--- config.mk ---
export PLATFORM = sky130hd
export DESIGN_NAME = serial_byte_capture
export DESIGN_NICKNAME = d
export VERILOG_FILES = /design/src/rtl/sbc_pkg.sv /design/src/rtl/sbc_sync.sv /design/src/rtl/sbc_edge.sv /design/src/rtl/sbc_core.sv /design/src/rtl/serial_byte_capture.sv
export SDC_FILE = /design/constraint.sdc
export NUM_CORES = 1
export LEC_CHECK = 0
export BUFFER_PORTS_ARGS = -buffer_cell sky130_fd_sc_hd__buf_2
export CORE_UTILIZATION = 48
export DETAILED_ROUTE_END_ITERATION = 8
export PLACE_DENSITY = 0.79
export SKIP_LAST_GASP = 1
export SLEW_MARGIN = 20
export SYNTH_ARGS = -nofsm -noshare
export SYNTH_HDL_FRONTEND = slang
export SYNTH_SLANG_ARGS = --single-unit
--- constraint.sdc ---
create_clock -name clk -period 2.4 [get_ports clk]
set_input_delay 0.48 -clock clk [delete_from_list [all_inputs] [get_ports clk]]
set_output_delay 0.48 -clock clk [all_outputs]
set_load 0.02 [all_outputs]
--- src/rtl/sbc_pkg.sv ---
package sbc_pkg;
    // Events extracted from the synchronized serial inputs.
    typedef struct packed {
        logic data;
        logic bclk_rise;
        logic fsync_rise;
    } sbc_event_t;

    // Positions of the serial inputs in the synchronizer vector.
    localparam int unsigned IDX_BCLK  = 0;
    localparam int unsigned IDX_DATA  = 1;
    localparam int unsigned IDX_FSYNC = 2;
    localparam int unsigned N_SERIAL  = 3;
endpackage

--- src/rtl/sbc_sync.sv ---
module sbc_sync #(
    parameter int unsigned W      = 3,
    parameter int unsigned STAGES = 2
) (
    input  logic         clk,
    input  logic         rst_n,
    input  logic [W-1:0] async_i,
    output logic [W-1:0] sync_o
);
    logic [STAGES-1:0][W-1:0] stage_q;
    logic [STAGES-1:0][W-1:0] stage_d;

    always_comb begin
        stage_d = {stage_q[STAGES-2:0], async_i};
    end

    always_ff @(posedge clk or negedge rst_n) begin
        if (!rst_n) stage_q <= '0;
        else        stage_q <= stage_d;
    end

    assign sync_o = stage_q[STAGES-1];
endmodule

--- src/rtl/sbc_edge.sv ---
module sbc_edge
    import sbc_pkg::*;
(
    input  logic                clk,
    input  logic                rst_n,
    input  logic [N_SERIAL-1:0] sync_i,
    output sbc_event_t          ev_o
);
    logic [N_SERIAL-1:0] prev_q, prev_d;
    logic [N_SERIAL-1:0] rise;

    genvar g;
    generate
        for (g = 0; g < N_SERIAL; g++) begin : g_rise
            assign rise[g] = sync_i[g] & ~prev_q[g];
        end
    endgenerate

    always_comb begin
        prev_d = sync_i;
        ev_o.data       = sync_i[IDX_DATA];
        ev_o.bclk_rise  = rise[IDX_BCLK];
        ev_o.fsync_rise = rise[IDX_FSYNC];
    end

    always_ff @(posedge clk or negedge rst_n) begin
        if (!rst_n) prev_q <= '0;
        else        prev_q <= prev_d;
    end
endmodule

--- src/rtl/sbc_core.sv ---
module sbc_core
    import sbc_pkg::*;
#(
    parameter int unsigned BYTE_W          = 8,
    parameter int unsigned WORDS_PER_FRAME = 6,
    localparam int unsigned BIT_W  = $clog2(BYTE_W),
    localparam int unsigned CNT_W  = BIT_W + 1,
    localparam int unsigned WORD_W = $clog2(WORDS_PER_FRAME)
) (
    input  logic              clk,
    input  logic              rst_n,
    input  sbc_event_t        ev_i,
    output logic [BYTE_W-1:0] byte_o,
    output logic              busy_o,
    output logic [WORD_W-1:0] word_o,
    output logic              eof_o
);
    typedef struct packed {
        logic [CNT_W-1:0]  cnt;
        logic [BYTE_W-1:0] shreg;
        logic [BYTE_W-1:0] hold;
        logic [WORD_W-1:0] word;
        logic              eof;
    } core_state_t;

    core_state_t st_d, st_q;
    logic [BYTE_W-1:0] shifted;

    always_comb begin
        st_d     = st_q;
        st_d.eof = 1'b0;
        shifted  = {st_q.shreg[BYTE_W-2:0], ev_i.data};
        if (ev_i.fsync_rise) begin
            st_d.cnt   = '0;
            st_d.shreg = '0;
            st_d.word  = '0;
        end else if (ev_i.bclk_rise) begin
            st_d.shreg = shifted;
            st_d.cnt   = st_q.cnt + 1'b1;
            if (&st_q.cnt[BIT_W-1:0]) begin
                st_d.hold = shifted;
            end
            if (&st_q.cnt) begin
                if (st_q.word == WORD_W'(WORDS_PER_FRAME - 1)) begin
                    st_d.word = '0;
                    st_d.eof  = 1'b1;
                end else begin
                    st_d.word = st_q.word + 1'b1;
                end
            end
        end
    end

    always_ff @(posedge clk or negedge rst_n) begin
        if (!rst_n) st_q <= '0;
        else        st_q <= st_d;
    end

    assign byte_o = st_q.hold;
    assign busy_o = st_q.cnt[BIT_W];
    assign word_o = st_q.word;
    assign eof_o  = st_q.eof;

    // a new byte in the holding register always comes with a busy transition
    p_hold_with_busy_r2: assert property (@(posedge clk) disable iff (!rst_n)
        !$stable(st_q.hold) |-> !$stable(busy_o));

    // the last bit of a byte flips busy
    p_busy_toggle_r3: assert property (@(posedge clk) disable iff (!rst_n)
        (ev_i.bclk_rise && !ev_i.fsync_rise && (&st_q.cnt[BIT_W-1:0]))
        |=> (busy_o != $past(busy_o)));

    // frame sync realigns counters and drops busy
    p_sync_clear_r4: assert property (@(posedge clk) disable iff (!rst_n)
        ev_i.fsync_rise |=> (st_q.cnt == '0 && word_o == '0 && !busy_o));

    // word index stays inside the frame
    p_word_range_r6: assert property (@(posedge clk) disable iff (!rst_n)
        word_o < WORD_W'(WORDS_PER_FRAME));

    // end-of-frame is a single-cycle pulse at a word boundary
    p_eof_pulse_r7: assert property (@(posedge clk) disable iff (!rst_n)
        eof_o |=> !eof_o);
    p_eof_boundary_r7: assert property (@(posedge clk) disable iff (!rst_n)
        eof_o |-> (word_o == '0 && !busy_o && $past(word_o) == WORD_W'(WORDS_PER_FRAME - 1)));
endmodule

--- src/rtl/serial_byte_capture.sv ---
module serial_byte_capture
    import sbc_pkg::*;
#(
    parameter int unsigned BYTE_W          = 8,
    parameter int unsigned WORDS_PER_FRAME = 6,
    parameter int unsigned SYNC_STAGES     = 2
) (
    input  logic                                 clk,
    input  logic                                 rst_n,
    input  logic                                 bclk_in,
    input  logic                                 sdata_in,
    input  logic                                 fsync_in,
    output logic [BYTE_W-1:0]                    byte_out,
    output logic                                 busy,
    output logic [$clog2(WORDS_PER_FRAME)-1:0]   word_idx,
    output logic                                 end_of_frame
);
    logic [N_SERIAL-1:0] raw_in;
    logic [N_SERIAL-1:0] synced;
    sbc_event_t          ev;

    always_comb begin
        raw_in            = '0;
        raw_in[IDX_BCLK]  = bclk_in;
        raw_in[IDX_DATA]  = sdata_in;
        raw_in[IDX_FSYNC] = fsync_in;
    end

    sbc_sync #(.W(N_SERIAL), .STAGES(SYNC_STAGES)) u_sync (
        .clk     (clk),
        .rst_n   (rst_n),
        .async_i (raw_in),
        .sync_o  (synced)
    );

    sbc_edge u_edge (
        .clk    (clk),
        .rst_n  (rst_n),
        .sync_i (synced),
        .ev_o   (ev)
    );

    sbc_core #(.BYTE_W(BYTE_W), .WORDS_PER_FRAME(WORDS_PER_FRAME)) u_core (
        .clk    (clk),
        .rst_n  (rst_n),
        .ev_i   (ev),
        .byte_o (byte_out),
        .busy_o (busy),
        .word_o (word_idx),
        .eof_o  (end_of_frame)
    );
endmodule

==> results.ini <==
[floorplan]
dieWidth_um = 53.57
rows = 18
ios = 18
dieArea_um2 = 2869
die_h_um = 53.57
initial_core_util = 0.5105
core_um2 = 2500

[power_and_ir_drop]
power_density_nw_per_um2 = 736.8
peakVddDrop_mv = 0.6197
p_leak_nw = 0.6956
p_total_w = 0.001022

[global_route]
grt_overflow = 0
grt_antenna_before_repair = 0
grt_max_degree = 32
grt_pass1_wl_um = 3098
globalRouteTotalUtil = 0.1613
grt_pass1_vias = 711

[setup_path]
r2r-end = u_core.byte_o[5]
end_kind = register
critPathSlowestCell = or3_1
critical_path.startpoint_type = register
r2r_cells = 3
path_class = register to register
critPathRequiredTime_ns = 2.61
cp_cell_sequence = nand2b_1, or3_1, mux2_4
cp_max_fo = 11
critPathArrivalTime_ns = 2.05
r2r-start = u_edge.prev_q[0]
reg2reg_slack_ns = 0.56
max_stage_delay_ns = 0.65

[logic_synthesis]
synth.most_common_cell = dfrtp_1
syn-num-nets = 112
seq_area_frac_synth = 0.6078
synthTopCellsByArea = dfrtp_1 61%, mux2_4 9.4%, buf_4 6.5%, nand2_1 5.0%, a21oi_1 4.3%
ys_async_sr_fraction = 1.000
ys_seq_elements = 31
synth.distinct_cells = 21
synth_top_area_cell = dfrtp_1
avgSynthCellArea_um2 = 12.04
netlist_area_um2 = 1276
synthCells = 106
yosysWarnings = 0
synth_common_cells = 31 x dfrtp_1, 17 x nand2_1, 11 x a21oi_1, 11 x buf_4, 8 x mux2_4
synth_top_area_share = 0.6078
synth-main-ff-cell = dfrtp_1
synth_edf_count = 0

[final_layout]
fin_util = 0.5551
seqCellArea_um2 = 775.7
final_nets = 122
areaGrowthSynthToFinish_pct = 8.725
layout-drive-gt1-share = 0.2906
fill_cells = 201
multi_input_area_um2 = 395.4
antenna_cells = 0

[clocking]
clk_path_buf_depth = 2
htreeDepth = 2
path_clk_slew_ns = 0.10
clock_sinks = 31
cts.repair.resized = 0
ctsHoldBuffers = 0
cts_tree = yes
postCtsSetupRepairBufs = 0
cts_buffers = 5
ctsRootBufferMaster = clkbuf_4
clk_latency_ns = 0.32

[flow_run]
cap_violations = 0

[placement]
post-dp-hpwl_um = 1358
gp_congestion = 0.6993
io_buffers = 17

[drt]
ant_nets = 0
wl_per_cell_um = 12.76
routed_via_density = 5.177
firstDrtPassIters = 4
wirelength_um = 1876
vias = 761
drtIter0Drc = 6
drc = 0

[sta]
hold_slack_ns = 0.1778
maxSlewHeadroom = 0.5598
drv_slew = 0
fin_crit_ns = 1.836
layout_worst_path_cycle_share = 0.7652
setup_viol = 0
rsz0062_at_grt = false
max_slew.worst_pin.slew_ns = 0.6589
hold_viol = 0
max_freq_mhz = 544.5
fin_setup_tns_ns = 0
clock-skew-final_ns = 0.007901

[status]
outcome = completed

[min_path]
hold_class = input pin to async pin

-- worst max-delay path: cells and delay by family, from the launching register on --
family	cells	cell delay, ns
flops	1	0.41
mux	1	0.37
simple gates	2	0.95
-- cells in the final DEF (no fill, tap or decap), drive strengths merged --
master and instances:
a21oi 11, mux2 8, nand2b 2, xnor2 1, bufinv 1, clkinv 1, nand2 17, nor2b 2
nor2 2, xor2 1, nand3 2, or3 3, buf 18, or4 1, clkbuf 6, nor3 1
ha 1, o211ai 1, nand3b 3, o21ai 3, dfrtp 31, o31ai 1
-- layer usage --
metal	global-route usage	share of wire
met3	0.05932	0.034
met2	0.2667	0.50
met5	0	0
met4	0.09211	0.014
met1	0.1780	0.45
-- how the worst max path moves through the flow --
stage | from | endpoint | slack (ns) | cells after the start
detailed placement | u_edge.prev_q[0] | u_core.byte_o[0] | 0.57 | 3
CTS | u_edge.prev_q[0] | u_core.byte_o[5] | 0.57 | 3
floorplan | u_sync.sync_o[2] | u_core.byte_o[0] | 0.96 | 4
global placement | u_edge.prev_q[0] | u_core.byte_o[0] | 0.65 | 3
global route | u_edge.prev_q[0] | u_core.byte_o[3] | 0.49 | 3
finish | u_edge.prev_q[0] | u_core.byte_o[5] | 0.56 | 3
-- cell families (layout without fill, tap and decap cells) --
| group | count (synthesis) | count (layout) | synth area share |
|---|---|---|---|
| compound gates | 16 | 16 | 0.06667 |
| xor+xnor | 2 | 2 | 0.01373 |
| fa+ha+maj | 1 | 1 | 0.009802 |
| buf+inv | 15 | 26 | 0.08235 |
| flops | 31 | 31 | 0.6078 |
| mux | 8 | 8 | 0.09412 |
| simple gates | 33 | 33 | 0.1255 |
-- metrics by stage --
step | setup slack [ns] | instances | area, um^2
finish | 0.5636 | 147 | 1388
global route | 0.4879 | 147 | 1388
CTS | 0.5652 | 147 | 1388
detailed placement | 0.5709 | 139 | 1301
global placement | 0.6511 | 139 | 1301
floorplan | 0.9636 | 106 | 1276
-- where the power goes --
part / leakage, nW / switching [W] / total, W / internal (W)
clock: 0.0482 / 0.000171 / 0.000417 / 0.000246
combinational: 0.236 / 0.0000308 / 0.0000484 / 0.0000176
sequential: 0.411 / 0.0000151 / 0.000557 / 0.000542
total: 0.696 / 0.000217 / 0.00102 / 0.000805
-- flip-flops by register name, indices dropped and copies added (netlist names) --
signal / count
u_core.st_q: 3
u_core.byte_o: 8
u_core.busy_o: 1
u_sync.stage_d: 3
u_core.word_o: 3
u_core.eof_o: 1
u_edge.prev_q: 2
u_core.shifted: 7
u_sync.sync_o: 3
-- area by class of cell --
cell class | instances | area share
clock inverter | 2 | 0.02525
sequential | 31 | 0.5591
timing repair buffer | 18 | 0.06673
clock buffer | 6 | 0.03697
tap | 30 | 0.02705
multi-input combinational | 60 | 0.2849
Note: power is estimated with default switching activity, not from simulation.
